<file path="src/rtl/dither_pkg.sv">
package dither_pkg;
  typedef enum logic {
    DIR_DOWN = 1'b0,
    DIR_UP   = 1'b1
  } dir_e;
endpackage

</file>
<file path="src/rtl/dither_phase_ctr.sv">
module dither_phase_ctr
  import dither_pkg::*;
#(
  parameter int PHASE_W = 11
) (
  input  logic               clk,
  input  logic               rst,
  input  logic               run,
  output logic [PHASE_W-1:0] phase_q,
  output logic [PHASE_W-1:0] phase_nxt,
  output dir_e               dir_q,
  output dir_e               dir_nxt
);
  localparam logic [PHASE_W-1:0] TOP = {PHASE_W{1'b1}};

  always_comb begin
    phase_nxt = phase_q;
    dir_nxt   = dir_q;
    if (!run) begin
      phase_nxt = '0;
      dir_nxt   = DIR_UP;
    end else if (dir_q == DIR_UP) begin
      if (phase_q == TOP) dir_nxt = DIR_DOWN;
      else                phase_nxt = phase_q + 1'b1;
    end else begin
      if (phase_q == '0)  dir_nxt = DIR_UP;
      else                phase_nxt = phase_q - 1'b1;
    end
  end

  always_ff @(posedge clk) begin
    if (rst) begin
      phase_q <= '0;
      dir_q   <= DIR_UP;
    end else begin
      phase_q <= phase_nxt;
      dir_q   <= dir_nxt;
    end
  end
endmodule

</file>
<file path="src/rtl/dither_scale.sv">
module dither_scale #(
  parameter int PHASE_W = 11
) (
  input  logic [PHASE_W-1:0] phase,
  input  logic               half,
  output logic [PHASE_W-1:0] code
);
  always_comb code = half ? (phase >> 1) : phase;
endmodule

</file>
<file path="src/rtl/dither_tri_gen.sv">
module dither_tri_gen
  import dither_pkg::*;
#(
  parameter int PHASE_W = 11
) (
  input  logic               clk,
  input  logic               rst,
  input  logic               dither_en,
  input  logic               peak_half,
  output logic [PHASE_W-1:0] offset_code,
  output logic               ramp_up
);
  logic [PHASE_W-1:0] phase_q, phase_nxt, code_nxt;
  dir_e               dir_q, dir_nxt;
  logic               sel_q, sel_nxt;

  dither_phase_ctr #(.PHASE_W(PHASE_W)) u_ctr (
    .clk(clk), .rst(rst), .run(dither_en),
    .phase_q(phase_q), .phase_nxt(phase_nxt),
    .dir_q(dir_q), .dir_nxt(dir_nxt)
  );

  // select adopted only while phase rests at zero
  assign sel_nxt = (phase_q == '0) ? peak_half : sel_q;

  dither_scale #(.PHASE_W(PHASE_W)) u_scale (
    .phase(phase_nxt), .half(sel_nxt), .code(code_nxt)
  );

  always_ff @(posedge clk) begin
    if (rst) begin
      sel_q       <= peak_half;
      offset_code <= '0;
      ramp_up     <= 1'b1;
    end else begin
      sel_q       <= sel_nxt;
      offset_code <= dither_en ? code_nxt : '0;
      ramp_up     <= (dir_nxt == DIR_UP);
    end
  end
endmodule

</file>
<file path="config.mk">
export PLATFORM = sky130hd
export DESIGN_NAME = dither_tri_gen
export DESIGN_NICKNAME = d
export VERILOG_FILES = /design/src/rtl/dither_pkg.sv /design/src/rtl/dither_phase_ctr.sv /design/src/rtl/dither_scale.sv /design/src/rtl/dither_tri_gen.sv
export SDC_FILE = /design/constraint.sdc
export NUM_CORES = 1
export LEC_CHECK = 0
export BUFFER_PORTS_ARGS = -buffer_cell sky130_fd_sc_hd__buf_2
export CORE_MARGIN = 5
export CORE_UTILIZATION = 42
export CTS_CLUSTER_SIZE = 16
export DETAILED_ROUTE_END_ITERATION = 8
export GPL_TIMING_DRIVEN = 1
export SLEW_MARGIN = 25
export SYNTH_ARGS = -nofsm -noshare
export SYNTH_HDL_FRONTEND = slang
export SYNTH_SLANG_ARGS = --single-unit
</file>
<file path="constraint.sdc">
create_clock -name clk -period 2.8 [get_ports clk]
set_input_delay 0.28 -clock clk [delete_from_list [all_inputs] [get_ports clk]]
set_output_delay 0.28 -clock clk [all_outputs]
set_load 0.01 [all_outputs]
</file>
Word level (Yosys, flattened, before mapping)
Index checks and enable logic that the tools add are counted.

Word-level logic and storage cells: 22. Output and inout bits: 12. Register bits: 24.

Bitwise gates (word level): 1. Equality and inequality tests: 1. Reductions and logical operators: 3. Mux-type cells: 10. Add/sub/neg operators: 2.

Operator list (count): $mux W11 (4); $add A11 B1 Y11 const B (1); $eq A11 B11 Y1 const B (1); $logic_not A11 Y1 (1); $sub A11 B1 Y11 const B (1); $mux W10 (1); $mux W1 (5); $reduce_or A3 Y1 (1); $reduce_or A2 Y1 (1); $not A1 Y1 (1).

Logic depth before layout (Yosys ltp)
Gate-level depths: netlist (run 1).

Depth after elaboration: 5. Gate-level depth with buffers: 8.

By module
From an unflattened synthesis (run 1), not the netlist that was laid out.

Cells, all modules: 169. Area total of the unflattened synthesis: 1579.0 um2.

By module, submodules not included: dither_phase_ctr (cells each 123, area each 1003.5 um2, instances 1, seq. area each 240.2 um2); dither_tri_gen (cells each 34, area each 409.1 um2, instances 1, seq. area each 260.2 um2); dither_scale (cells each 12, area each 166.4 um2, instances 1, seq. area each 0.0 um2).

Worst setup path after synthesis (run 1)
No wires, ideal clock.

Path type: reg-to-reg. From: register u_ctr.phase_q[8]. To: register offset_code[0]. Data arrival time: 1.631 ns. Buffers on the path: 1. Stages on the path, launching flop included: 8. Clock period less this slack: 1.767 ns. Path slack: 1.033 ns. Required time: 2.664 ns. Path through: dfxtp_1 -> buf_6 -> nor4_2 -> nand2_1 -> nor2_1 -> nor3_1 -> a221oi_1 -> a211oi_1.

Word-level cells in the longest chain between the ends: 5. Elaborated cells between the ends (all ways): 8.

RTL lines: start, declared (RTL line dither_phase_ctr.sv:9) `output logic [PHASE_W-1:0] phase_q,`; start signal, assigned (RTL line dither_phase_ctr.sv:36) `phase_q <= phase_nxt;`; $eq A11 B11 Y1 or $logic_not A11 Y1 (tied branches) (RTL line dither_phase_ctr.sv:23, dither_phase_ctr.sv:26, dither_tri_gen.sv:24); $mux W11 (on tied branches) (RTL line dither_phase_ctr.sv:23, dither_phase_ctr.sv:26); $mux W11 (RTL line dither_phase_ctr.sv:22) `end else if (dir_q == DIR_UP) begin`; $mux W11 (RTL line dither_phase_ctr.sv:19) `if (!run) begin`; $mux W10 (*) (RTL line dither_scale.sv:8) `always_comb code = half ? (phase >> 1) : phase;`; end signal, assigned (RTL line dither_tri_gen.sv:37) `offset_code <= dither_en ? code_nxt : '0;`; end, declared (RTL line dither_tri_gen.sv:10) `output logic [PHASE_W-1:0] offset_code,`.

Mark *: on every way between the ends. The rest lies on a longest branch, timed or not. A chain may end at the register's enable or synchronous reset.

Worst setup path after layout (run 1)
From: register u_ctr.phase_q[4]. To: register offset_code[1].

The elaborated chain is that of the path after synthesis.

==> parameters.txt, run 1 <==
Parameter                              Value

Drt
  Post-DR wirelength/cell ... 15.38 µm
  Number of design-rule violations left by the first detailed-router iteration ... 93
  Post-route ant nets ... 0
  Post-detailed-route DRC marker count ... 0
  Via density per instance ... 5.928
  DR pass1 iterations ... 4
  Wirelength, routed ... about 2800 µm
  Via count ... 1,067

Cells and area
  Footprint of the flip-flops and latches ... between 400 and 500 µm²
  Most frequent cells in the layout ... sky130_fd_sc_hd__dfxtp_1 (24), sky130_fd_sc_hd__buf_2 (15), sky130_fd_sc_hd__nor2_1 (14)
  Layout net count ... 156
  Most common cell after layout, fill and taps aside ... sky130_fd_sc_hd__dfxtp_1
  Area of combinational cells with multiple inputs ... 686.9 µm²
  N_diodes ... 0
  Util after Layout ... 0.4918
  Final-layout fill cell count ... between 200 and 300
  Ratio of cells with drive above 1 in the final layout ... 0.2282
  Post-route insts no fill ... 180
  Area growth from synthesis to layout ... 11.52%

Worst setup path
  Critical path peak fanout ... 8
  Kind of capture point of the worst setup path ... flip-flop
  Critical Path AT ... about 2.4 ns
  Req. time, crit path ... 3.00 ns
  Worst setup path class ... flip-flop to flip-flop
  Critical path launch point type ... flip-flop

STA
  Relative slew slack ... 0.6224
  Clock skew ... 0.001243 ns
  Period minus WS final ... 2.224 ns
  Setup-failing EPs final ... 0
  Post-route fraction of the period consumed by the critical path ... 0.7945
  Worst Max-Slew Pin Slew ... 0.5621 ns
  Setup TNS Final ... 0 ns
  Max-slew violation count ... 0
  Final Hold Vio Count ... 0
  Setup repair after global routing missed its margin ... no
  PnR worst setup slack ... 0.5755 ns
  Fmax ... 0.4495 GHz

Placed design
  Count of buffers inserted at the top-level ports ... 15
  Final weighted congestion in routability-driven placement ... 0.9441
  Placed insts ... 176
  DP Worst Slack ... 0.6140 ns
  Half-perimeter wire length after placement ... 2095 µm

Floorplanning
  Area of the die ... 4072 µm²
  Core region area ... 2758 µm²
  # rows ... 19
  Initial standard-cell utilization of the core ... 0.4410
  Die Span X ... 63.81 µm
  Vertical die dimension ... 63.81 µm
  I/O pin cnt ... 16

Power and ir drop
  Net switching power ... 138.0 µW
  Power share of the clock group ... 0.385
  Combinational fraction of design power ... 0.077
  Total power density per cell area ... 478.7 nW/µm²
  Leak Pwr ... 0.0005543 µW
  Sequential power share ... 0.538
  Total internal power ... 511.2 µW
  Maximum vdd drop ... 0.0004354 V
  Fraction of power spent switching nets ... 0.2126

Logic synthesis
  Post-synthesis area per instance ... approximately 9.1 µm²
  Total nets after synthesis ... 140
  Most instantiated flip-flop cell in the synthesis netlist ... sky130_fd_sc_hd__dfxtp_1
  Number of instances in the synthesized netlist ... about 130
  Sequential element share of the synthesized area ... 0.3951
  Post-synth EDFFs ... 0
  Fraction of post-synthesis cell area in the top cell type by area ... 0.3951
  Post-synth cell types ... between 40 and 50
  Yosys warns ... 0
  Post-synthesis instance area ... 1216 µm²
  Cell type contributing the most total cell area after synthesis ... sky130_fd_sc_hd__dfxtp_1
  Largest cells by area after synthesis ... sky130_fd_sc_hd__dfxtp_1 (40%), sky130_fd_sc_hd__o22ai_1 (5.7%), sky130_fd_sc_hd__nor2_1 (4.3%)
  Async set-reset flop share out of synthesis ... 0
  Register bit total from synthesis ... 24

GRT
  Maximum number of pins on one net before global-route repair ... 16
  Combined global-route utilization of all metal layers ... 0.1434
  Number of antenna violations at the first check in global routing ... 0
  First-pass GRT wire length ... approximately 4800 µm
  Vias in the first global route ... 963
  Sum of overflow across all layers after global routing ... 0

Clock network
  Maximum number of buffers from clock root to sink ... 2
  Clock tree from TritonCTS ... done
  # hold bufs at CTS ... 0
  Number of buffers created by CTS ... 3
  Maximum level of the CTS H-tree ... 1
  Number of buffers inserted to repair setup after CTS ... 0
  Insertion delay to the later sink of the worst-skew pair ... 0.31 ns
  Count of clock tree sinks ... 24
  Buffer cell driving the clock tree root ... sky130_fd_sc_hd__clkbuf_4
  PostCTS Resize Cnt ... 0
  CTS clock-pin slew for the worst setup and hold paths ... 0.13 ns

Run
  Number of max-cap violations ... 0

Hold path
  Min-delay worst type ... input pin to flip-flop

Outcome
  Status ... completed
==> flip-flops by register name, indices dropped and copies added, names as in the netlist <==
register       count
offset_code       11
sel_q              1
u_ctr.dir_q        1
u_ctr.phase_q     11
==> metrics by stage <==
step	hold slack, ns	total power (µW)	cell area, µm²
2_1_floorplan	0.3524	392.9	1216
3_3_place_gp	0.4900	406.4	1304
3_5_place_dp	0.5004	406.9	1304
4_1_cts	0.1496	656.9	1356
5_1_grt	0.1550	683.7	1356
6_report	0.1600	649.3	1356
==> Yosys cell counts (2+ instances only) <==
cell type / n
sky130_fd_sc_hd__nand3_1: 5
sky130_fd_sc_hd__clkbuf_1: 3
sky130_fd_sc_hd__ha_1: 2
sky130_fd_sc_hd__buf_6: 2
sky130_fd_sc_hd__inv_1: 4
sky130_fd_sc_hd__nor3_1: 2
sky130_fd_sc_hd__and2_1: 4
sky130_fd_sc_hd__a211oi_1: 2
sky130_fd_sc_hd__o21ai_0: 4
sky130_fd_sc_hd__a21oi_1: 2
sky130_fd_sc_hd__nand2_1: 10
sky130_fd_sc_hd__mux2_2: 2
sky130_fd_sc_hd__and3_1: 4
sky130_fd_sc_hd__o211ai_1: 2
sky130_fd_sc_hd__nor2_1: 14
sky130_fd_sc_hd__a31oi_1: 2
sky130_fd_sc_hd__nand2b_1: 2
sky130_fd_sc_hd__xnor2_1: 6
sky130_fd_sc_hd__o22ai_1: 11
sky130_fd_sc_hd__dfxtp_1: 24
sky130_fd_sc_hd__nand4_2: 2
sky130_fd_sc_hd__nand4_1: 4
==> power groups by stage <==
| stage | Combinational, µW | Clock, µW | Sequential [µW] |
|---|---|---|---|
| global route | 56.4 | 277 | 350 |
| detailed placement | 50.1 | 0 | 357 |
| global placement | 49.8 | 0 | 357 |
| CTS | 50.4 | 257 | 349 |
| finish | 50.1 | 250 | 349 |
| floorplan | 35.6 | 0 | 357 |
==> path summary, 6_finish.rpt <==
check                                        from  slack (ns)           endpoint  cells after the start
worst min register to register  u_ctr.phase_q[10]        0.62  u_ctr.phase_q[10]                      2
worst max register to register   u_ctr.phase_q[4]        0.58     offset_code[1]                      6
worst min-delay path                          rst        0.16   u_ctr.phase_q[7]                      2
worst max-delay path             u_ctr.phase_q[4]        0.58     offset_code[1]                      6
==> area by class of cell <==
| type | count | area share |
|---|---|---|
| Multi-Input combinational cell | 101 | 0.5065 |
| Sequential cell | 24 | 0.3542 |
| Timing Repair Buffer | 16 | 0.06089 |
| Tap cell | 31 | 0.02860 |
| Clock inverter | 1 | 0.02214 |
| Clock buffer | 3 | 0.01661 |
| Inverter | 4 | 0.01107 |
==> per-layer routing <==
metal / vias up / track usage / share of wire
met4: 0 / 0.02338 / 0.0051
met2: 35 / 0.2236 / 0.49
met3: 2 / 0.04028 / 0.055
met5: - / 0 / 0
met1: 499 / 0.2004 / 0.45
li1: 531 / - / -
==> logic make-up after synthesis <==
family / share of synthesized area
buf+inv: 0.04012
xor+xnor: 0.05041
mux: 0.04217
compound gates: 0.1831
simple gates: 0.2685
flops: 0.3951
fa+ha+maj: 0.02057
==> critical path: stages, from the launching register on <==
cell                       delay, ns
sky130_fd_sc_hd__dfxtp_1        0.40
sky130_fd_sc_hd__nor4_4         0.58
sky130_fd_sc_hd__a41oi_1        0.29
sky130_fd_sc_hd__a32oi_1        0.26
sky130_fd_sc_hd__xor2_1         0.33
sky130_fd_sc_hd__and2_1         0.20
sky130_fd_sc_hd__a211oi_2       0.05
No activity file was read; power rests on OpenSTA's default activity.
==> run 2, diff against run 1 <==
==> constraint.sdc (replaced) <==
create_clock -name clk -period 2 [get_ports clk]
set_input_delay 0.2 -clock clk [delete_from_list [all_inputs] [get_ports clk]]
set_output_delay 0.2 -clock clk [all_outputs]
set_load 0.01 [all_outputs]
==> parameters.txt, run 2 (synthesized netlist as in run 1, its figures left out) <==
Parameter                              Value

Outcome
  Status ... completed

Worst setup path
  Worst reg-to-reg path cell count ... 7 (+1)
  Cell with the largest stage delay on the worst path ... sky130_fd_sc_hd__dfxtp_2
  Critical path buffers and inverters ... 0 (unchanged)
  Req. time, crit path ... 2.25 ns (-0.75 ns)
  Critical path launch point type ... flip-flop
  Worst setup path class ... flip-flop to flip-flop
  Slowest Stage Delay on Critical Path ... 0.38 ns (-0.20 ns)
  Critical path peak fanout ... 8 (unchanged)
  Reg2reg start ... u_ctr.phase_q[1]
  Critical path cell sequence ... ha_2 -> and4_2 -> nand4_4 -> a32oi_2 -> xor2_2 -> and2_1 -> a211oi_2
  Worst reg2reg endpoint ... offset_code[1]
  Kind of capture point of the worst setup path ... flip-flop
  Largest delay contributor family on the critical path ... simple AND/OR/NAND/NOR gates
  Worst reg-to-reg setup slack ... 0.09 ns (-0.49 ns)
  Critical Path AT ... 2.16 ns (-0.26 ns)

STA
  Clock skew ... 0.002303 ns (+0.001060 ns)
  Worst Max-Slew Pin Slew ... 0.6423 ns (+0.08018 ns)
  Max-slew violation count ... 0 (unchanged)
  Setup TNS Final ... 0 ns (unchanged)
  Period minus WS final ... 1.911 ns (-0.3136 ns)
  Post-route fraction of the period consumed by the critical path ... 0.9555 (+0.1610)
  Relative slew slack ... 0.5664 (-0.05608)
  Fmax ... 0.5233 GHz (+16%)
  Final Hold Vio Count ... 0 (unchanged)
  Setup repair after global routing missed its margin ... no
  Setup-failing EPs final ... 0 (unchanged)

Cells and area
  Layout net count ... 171 (+9.6%)
  N_diodes ... 0 (unchanged)
  Most common cell after layout, fill and taps aside ... sky130_fd_sc_hd__dfxtp_1
  Most frequent cells in the layout ... sky130_fd_sc_hd__dfxtp_1 (20), sky130_fd_sc_hd__buf_4 (16), sky130_fd_sc_hd__buf_2 (15)
  Area growth from synthesis to layout ... 24.79%
  Final-layout fill cell count ... 244 (-13%)
  Post-route cell area ... 1518 µm² (+12%)
  Largest regs ... offset_code x11, u_ctr.phase_q x11
  Ratio of cells with drive above 1 in the final layout ... 0.3659 (+0.1377)

Floorplanning
  Area of the die ... 4072 µm² (unchanged)
  Core region area ... 2758 µm² (unchanged)
  Vertical die dimension ... 63.81 µm (unchanged)
  I/O pin cnt ... 16 (unchanged)
  Initial standard-cell utilization of the core ... 0.4410 (unchanged)
  # rows ... 19 (unchanged)
  Die Span X ... 63.81 µm (unchanged)

Clock network
  # hold bufs at CTS ... 0 (unchanged)
  Insertion delay to the later sink of the worst-skew pair ... 0.32 ns (about the same)
  Count of clock tree sinks ... 24 (unchanged)
  Clock tree from TritonCTS ... done
  Buffer cell driving the clock tree root ... sky130_fd_sc_hd__clkbuf_4
  Number of buffers created by CTS ... 3 (unchanged)
  Maximum number of buffers from clock root to sink ... 2 (unchanged)
  CTS clock-pin slew for the worst setup and hold paths ... 0.13 ns (about the same)
  Maximum level of the CTS H-tree ... 1 (unchanged)
  Number of buffers inserted to repair setup after CTS ... 0 (unchanged)

GRT
  Combined global-route utilization of all metal layers ... 0.1491 (+0.005699)
  Sum of overflow across all layers after global routing ... 0 (unchanged)
  Maximum number of pins on one net before global-route repair ... 15 (-1)
  First-pass GRT wire length ... 4926 µm (+2.7%)
  Number of antenna violations at the first check in global routing ... 0 (unchanged)
  Vias in the first global route ... 1,062 (+10%)

Power and ir drop
  Power share of the clock group ... 0.384 (about the same)
  Leak Pwr ... 0.0006396 µW (+15%)
  Total power density per cell area ... 610.6 nW/µm² (+28%)
  Fraction of power spent switching nets ... 0.2185 (+0.005870)
  Combinational fraction of design power ... 0.088 (+0.011)
  Net switching power ... 202.4 µW (+47%)
  Maximum vdd drop ... 0.0007782 V (+79%)
  Total internal power ... 724.2 µW (+42%)
  Sequential power share ... 0.528 (-0.010)

Hold path
  Start point of the worst min-delay path ... rst
  Min-delay worst type ... input pin to flip-flop
  Instance count along the most critical hold path ... 2 (unchanged)
  Hold EP ... u_ctr.phase_q[7]

Drt
  DR pass1 iterations ... 4 (unchanged)
  Post-DR wirelength/cell ... 15.51 µm (+0.81%)
  Via count ... 1,127 (+5.6%)
  Number of design-rule violations left by the first detailed-router iteration ... 46 (-51%)
  Wirelength, routed ... 3024 µm (+9.2%)
  Via density per instance ... 5.779 (-2.5%)
  Post-detailed-route DRC marker count ... 0 (unchanged)
  Post-route ant nets ... 0 (unchanged)

Placed design
  Count of buffers inserted at the top-level ports ... 15 (unchanged)
  Half-perimeter wire length after placement ... 2287 µm (+9.1%)
  Final weighted congestion in routability-driven placement ... 0.9429 (-0.13%)
  Dpl cell area ... 1416 µm² (+8.6%)

Run
  Number of max-cap violations ... 0 (unchanged)
## run 2: stage by stage
step / total power [µW] / setup slack (ns) / utilization / hold slack (ns) / cells
4_1_cts: 926.7 / 0.02235 / 0.5363 / 0.06510 / 195
6_report: 926.7 / 0.08909 / 0.5504 / 0.07272 / 195
2_1_floorplan: 550.0 / 0.2331 / - / 0.2724 / 134
5_1_grt: 964.3 / 0.006490 / 0.5504 / 0.07167 / 195
3_3_place_gp: 574.8 / -0.04094 / 0.5136 / 0.4240 / 191
3_5_place_dp: 578.3 / -0.01907 / 0.5136 / 0.4181 / 191
## run 2: final cells by class
cell class,instances,area (µm²),area share
clock inverters,1,30.03,0.01979
repair buffers,31,195.2,0.1286
clock buffers,3,22.52,0.01484
multi-input cells,101,730.7,0.4814
flip-flops and latches,24,485.5,0.3199
inverters,4,15.01,0.009893
well taps,31,38.79,0.02556
## run 2: worst reg2reg max path, stage by stage, from the launching register on
cell and delay, ns:
sky130_fd_sc_hd__dfxtp_2 0.38, sky130_fd_sc_hd__ha_2 0.21, sky130_fd_sc_hd__and4_2 0.28, sky130_fd_sc_hd__nand4_4 0.16
sky130_fd_sc_hd__a32oi_2 0.30, sky130_fd_sc_hd__xor2_2 0.13, sky130_fd_sc_hd__and2_1 0.19, sky130_fd_sc_hd__a211oi_2 0.19
## run 2: power by group through the flow
stage	sequential, µW	clock (µW)	combinational (µW)
6_report	489	355	81.8
3_3_place_gp	499	0	76.2
2_1_floorplan	500	0	49.8
4_1_cts	489	358	78.9
5_1_grt	491	384	89.1
3_5_place_dp	500	0	78.6
## run 2: timing repair
item,CTS,global route
setup endpoints to repair,3,12
pin swaps,1,3
gates resized for setup,2,10
## run 2: metal layers
metal  vias up  track usage  wire length (µm)
li1        557            -                 -
met1       522       0.1968              1291
met2        42       0.2450              1491
met3         6      0.04028               207
met4         0      0.02857                34
met5         -            0                 0
## run 2: worst max-delay path by stage
stage                                 from              to  slack (ns)  cells after the start
after floorplan           u_ctr.phase_q[8]  offset_code[0]        0.23                      7
after global placement    u_ctr.phase_q[1]  offset_code[1]       -0.04                      7
after detailed placement  u_ctr.phase_q[1]  offset_code[1]       -0.02                      7
after CTS                 u_ctr.phase_q[0]  offset_code[1]        0.02                      7
after global routing      u_ctr.phase_q[1]  offset_code[1]       0.006                      7
final                     u_ctr.phase_q[1]  offset_code[1]        0.09                      7
==> run 3, diff against run 2 <==
--- a/config.mk
+++ b/config.mk
@@ -14,4 +14,5 @@
 export SLEW_MARGIN = 25
 export SYNTH_ARGS = -nofsm -noshare
 export SYNTH_HDL_FRONTEND = slang
+export SYNTH_HIERARCHICAL = 1
 export SYNTH_SLANG_ARGS = --single-unit
==> parameters.txt, run 3 <==
Parameter                              Value

STA
  Fmax ... 0.4730 GHz (-9.6%)
  Relative slew slack ... 0.6189 (+0.05255)
  Final Hold Vio Count ... 0 (unchanged)
  PnR worst setup slack ... -0.1143 ns (-0.2033 ns)
  Post-route fraction of the period consumed by the critical path ... 1.057 (+0.1017)
  Worst Max-Slew Pin Slew ... 0.5705 ns (-0.07184 ns)
  Setup TNS Final ... -0.7714 ns (-0.7714 ns)
  Clock skew ... 0.002835 ns (+0.0005320 ns)
  Max-slew violation count ... 0 (unchanged)
  Setup repair after global routing missed its margin ... yes
  Period minus WS final ... 2.114 ns (+0.2033 ns)
  Setup-failing EPs final ... 11 (+11)

Clock network
  Insertion delay to the later sink of the worst-skew pair ... 0.26 ns (-0.06 ns)
  CTS clock-pin slew for the worst setup and hold paths ... 0.08 ns (-0.05 ns)
  Maximum level of the CTS H-tree ... 1 (unchanged)
  Number of buffers created by CTS ... 3 (unchanged)
  Buffer cell driving the clock tree root ... sky130_fd_sc_hd__clkbuf_8
  Count of clock tree sinks ... 25 (+4.2%)
  Maximum number of buffers from clock root to sink ... 2 (unchanged)
  Clock tree from TritonCTS ... done
  # hold bufs at CTS ... 0 (unchanged)

Floorplanning
  # rows ... 22 (+3)
  I/O pin cnt ... 16 (unchanged)
  Core region area ... 3661 µm² (+33%)
  Initial standard-cell utilization of the core ... 0.4313 (-0.009711)
  Die Span X ... 71.32 µm (+12%)
  Vertical die dimension ... 71.32 µm (+12%)
  Area of the die ... 5086 µm² (+25%)

GRT
  Sum of overflow across all layers after global routing ... 0 (unchanged)
  Number of antenna violations at the first check in global routing ... 0 (unchanged)
  Vias in the first global route ... 1,417 (+33%)
  Maximum number of pins on one net before global-route repair ... 14 (-1)
  Combined global-route utilization of all metal layers ... 0.1630 (+0.01397)
  First-pass GRT wire length ... 6644 µm (+35%)

Logic synthesis
  Post-synth cell types ... 48 (+12%)
  Async set-reset flop share out of synthesis ... 0 (unchanged)
  Yosys warns ... 6 (+6)
  Sequential element share of the synthesized area ... 0.3170 (-0.07810)
  Most instantiated flip-flop cell in the synthesis netlist ... sky130_fd_sc_hd__dfxtp_1
  Cell type contributing the most total cell area after synthesis ... sky130_fd_sc_hd__dfxtp_1
  Post-synthesis area per instance ... 9.343 µm² (+2.9%)
  Number of instances in the synthesized netlist ... 169 (+26%)
  Largest cells by area after synthesis ... sky130_fd_sc_hd__dfxtp_1 (32%), sky130_fd_sc_hd__and2_1 (9.1%), sky130_fd_sc_hd__mux2_4 (8.6%)
  Commonest cells in the synthesized netlist ... sky130_fd_sc_hd__dfxtp_1 (25), sky130_fd_sc_hd__and2_1 (23), sky130_fd_sc_hd__nor2_1 (17)
  Fraction of post-synthesis cell area in the top cell type by area ... 0.3170 (-0.07810)
  Post-synth EDFFs ... 0 (unchanged)
  Total nets after synthesis ... 175 (+25%)
  Register bit total from synthesis ... 25 (+4.2%)
  Most frequently used cell type in the post-synthesis netlist ... sky130_fd_sc_hd__dfxtp_1
  Post-synthesis instance area ... 1579 µm² (+30%)

Drt
  Via count ... 1,485 (+32%)
  Wirelength, routed ... 4371 µm (+45%)
  Post-route ant nets ... 0 (unchanged)
  Number of design-rule violations left by the first detailed-router iteration ... 68 (+48%)
  Post-DR wirelength/cell ... 16.25 µm (+4.8%)
  Via density per instance ... 5.520 (-4.5%)
  DR pass1 iterations ... 4 (unchanged)
  Post-detailed-route DRC marker count ... 0 (unchanged)

Power and ir drop
  Maximum vdd drop ... 0.0002374 V (-69%)
  Leak Pwr ... 0.0009861 µW (+54%)
  Total power density per cell area ... 416.4 nW/µm² (-32%)
  PnR Total Power ... 914.3 µW (-1.3%)

Worst setup path
  Worst reg2reg endpoint ... offset_code[0]
  Reg2reg start ... u_ctr/phase_q[1]
  Cell with the largest stage delay on the worst path ... sky130_fd_sc_hd__or4b_4
  Critical path cell sequence ... inv_4 -> ha_4 -> or4b_4 -> nor3_4 -> a32oi_2 -> xnor2_2 -> nor2_1 -> mux2_4 -> and2_1
  Slowest Stage Delay on Critical Path ... 0.48 ns (+0.10 ns)
  Worst reg-to-reg setup slack ... -0.11 ns (-0.20 ns)
  Worst setup path class ... flip-flop to flip-flop
  Critical path launch point type ... flip-flop
  Worst reg-to-reg path cell count ... 9 (+2)
  Req. time, crit path ... 2.17 ns (-0.08 ns)
  Critical path peak fanout ... 3 (-5)
  Critical Path AT ... 2.28 ns (+0.12 ns)
  Kind of capture point of the worst setup path ... flip-flop

Placed design
  DP Worst Slack ... -0.1656 ns (-0.1466 ns)
  Placed insts ... 256 (+34%)
  Count of buffers inserted at the top-level ports ... 15 (unchanged)
  Final weighted congestion in routability-driven placement ... 0.8385 (-11%)
  Half-perimeter wire length after placement ... 3047 µm (+33%)

Cells and area
  Area growth from synthesis to layout ... 39.07%
  Post-route insts no fill ... 269 (+38%)
  Most common cell after layout, fill and taps aside ... sky130_fd_sc_hd__buf_4
  Footprint of the flip-flops and latches ... 514.2 µm² (+5.9%)
  Area of combinational cells with multiple inputs ... 1145 µm² (+57%)
  N_diodes ... 0 (unchanged)
  Largest regs ... offset_code x11, u_ctr/phase_q x11
  Final-layout fill cell count ... 297 (+22%)
  Layout net count ... 228 (+33%)
  Most frequent cells in the layout ... sky130_fd_sc_hd__buf_4 (38), sky130_fd_sc_hd__and2_1 (18), sky130_fd_sc_hd__dfxtp_1 (18)
  Ratio of cells with drive above 1 in the final layout ... 0.5385 (+0.1726)

Outcome
  Violations in the final reports ... negative setup slack
  Status ... finished with violations

Hold path
  Instance count along the most critical hold path ... 2 (unchanged)
  Min-delay worst type ... input pin to flip-flop
  Hold EP ... sel_q
  Start point of the worst min-delay path ... peak_half

Run
  Number of max-cap violations ... 0 (unchanged)
==> run 3: cell count changes in the layout (fill, tap and decap cells not counted), sizes merged, moves of 3 or more <==
cell    delta
nand4      -3
mux2       +9
nor2       +3
o22ai     -12
mux2i      +5
buf       +26
and2      +19
or2        +3
a211oi     -3
nor3       +6
==> run 3: cell type report <==
type	instances	area share
flip-flops and latches	25	0.2342
clock buffers	4	0.02051
well taps	48	0.02735
repair buffers	57	0.1886
inverters	4	0.007977
multi-input cells	131	0.5214
==> run 3: what timing repair did <==
item,4_1_cts,5_1_grt
buffers inserted,6,4
endpoints found under the setup margin,11,12
gates resized for setup,13,25
pin swaps,16,10
endpoints found under the hold margin,0,0
==> run 3: kinds of logic after synthesis <==
logic type / count (synthesis) / synth area share
mux: 18 / 0.1450
flops: 25 / 0.3170
buf+inv: 13 / 0.05546
compound gates: 22 / 0.1212
fa+ha+maj: 2 / 0.01585
xor+xnor: 5 / 0.02773
simple gates: 84 / 0.3178
==> run 3: how the worst max path moves through the flow <==
stage / start / cells past startpoint / endpoint
after floorplan: u_ctr/phase_q[1] / 9 / offset_code[0]
after global placement: u_ctr/phase_q[1] / 10 / offset_code[9]
after detailed placement: u_ctr/phase_q[1] / 10 / offset_code[9]
after CTS: u_ctr/phase_q[3] / 9 / offset_code[2]
after global routing: u_ctr/phase_q[1] / 9 / offset_code[0]
final: u_ctr/phase_q[1] / 9 / offset_code[0]
==> run 3: critical path: cells and delay by family (launching register included) <==
family | cells | cell delay, ns
multiplexers | 1 | 0.26
buffers and inverters | 1 | 0.06
adder cells (fa/ha/maj) | 1 | 0.13
XOR/XNOR | 1 | 0.17
AO/OA/AOI/OAI | 1 | 0.18
AND/OR/NAND/NOR | 4 | 0.84
flip-flops | 1 | 0.37
==> run 3: per-stage QoR <==
step / hold slack [ns] / cell area, µm² / util
after global placement: 0.4173 / 1928 / 0.5267
after detailed placement: 0.4333 / 1928 / 0.5267
final: 0.1537 / 2196 / 0.5998
after floorplan: 0.3065 / 1605 / -
after global routing: 0.1733 / 2196 / 0.5998
after CTS: 0.1553 / 2066 / 0.5643
==> run 3: where the power goes <==
| group | switching, µW | total (µW) | internal, µW |
|---|---|---|---|
| Sequential | 4.70 | 505 | 501 |
| Combinational | 56.2 | 112 | 56.1 |
| Clock | 154 | 297 | 142 |
| Total | 215 | 914 | 699 |
==> run 3: routing by layer <==
| layer | global-route usage | routed length, µm | up-vias | part of all wire |
|---|---|---|---|---|
| met1 | 0.1939 | 1797 | 726 | 0.41 |
| met5 | 0 | 0 | - | 0 |
| met2 | 0.2939 | 2299 | 53 | 0.53 |
| met3 | 0.02244 | 225 | 8 | 0.051 |
| li1 | - | - | 698 | - |
| met4 | 0.06263 | 48 | 0 | 0.011 |
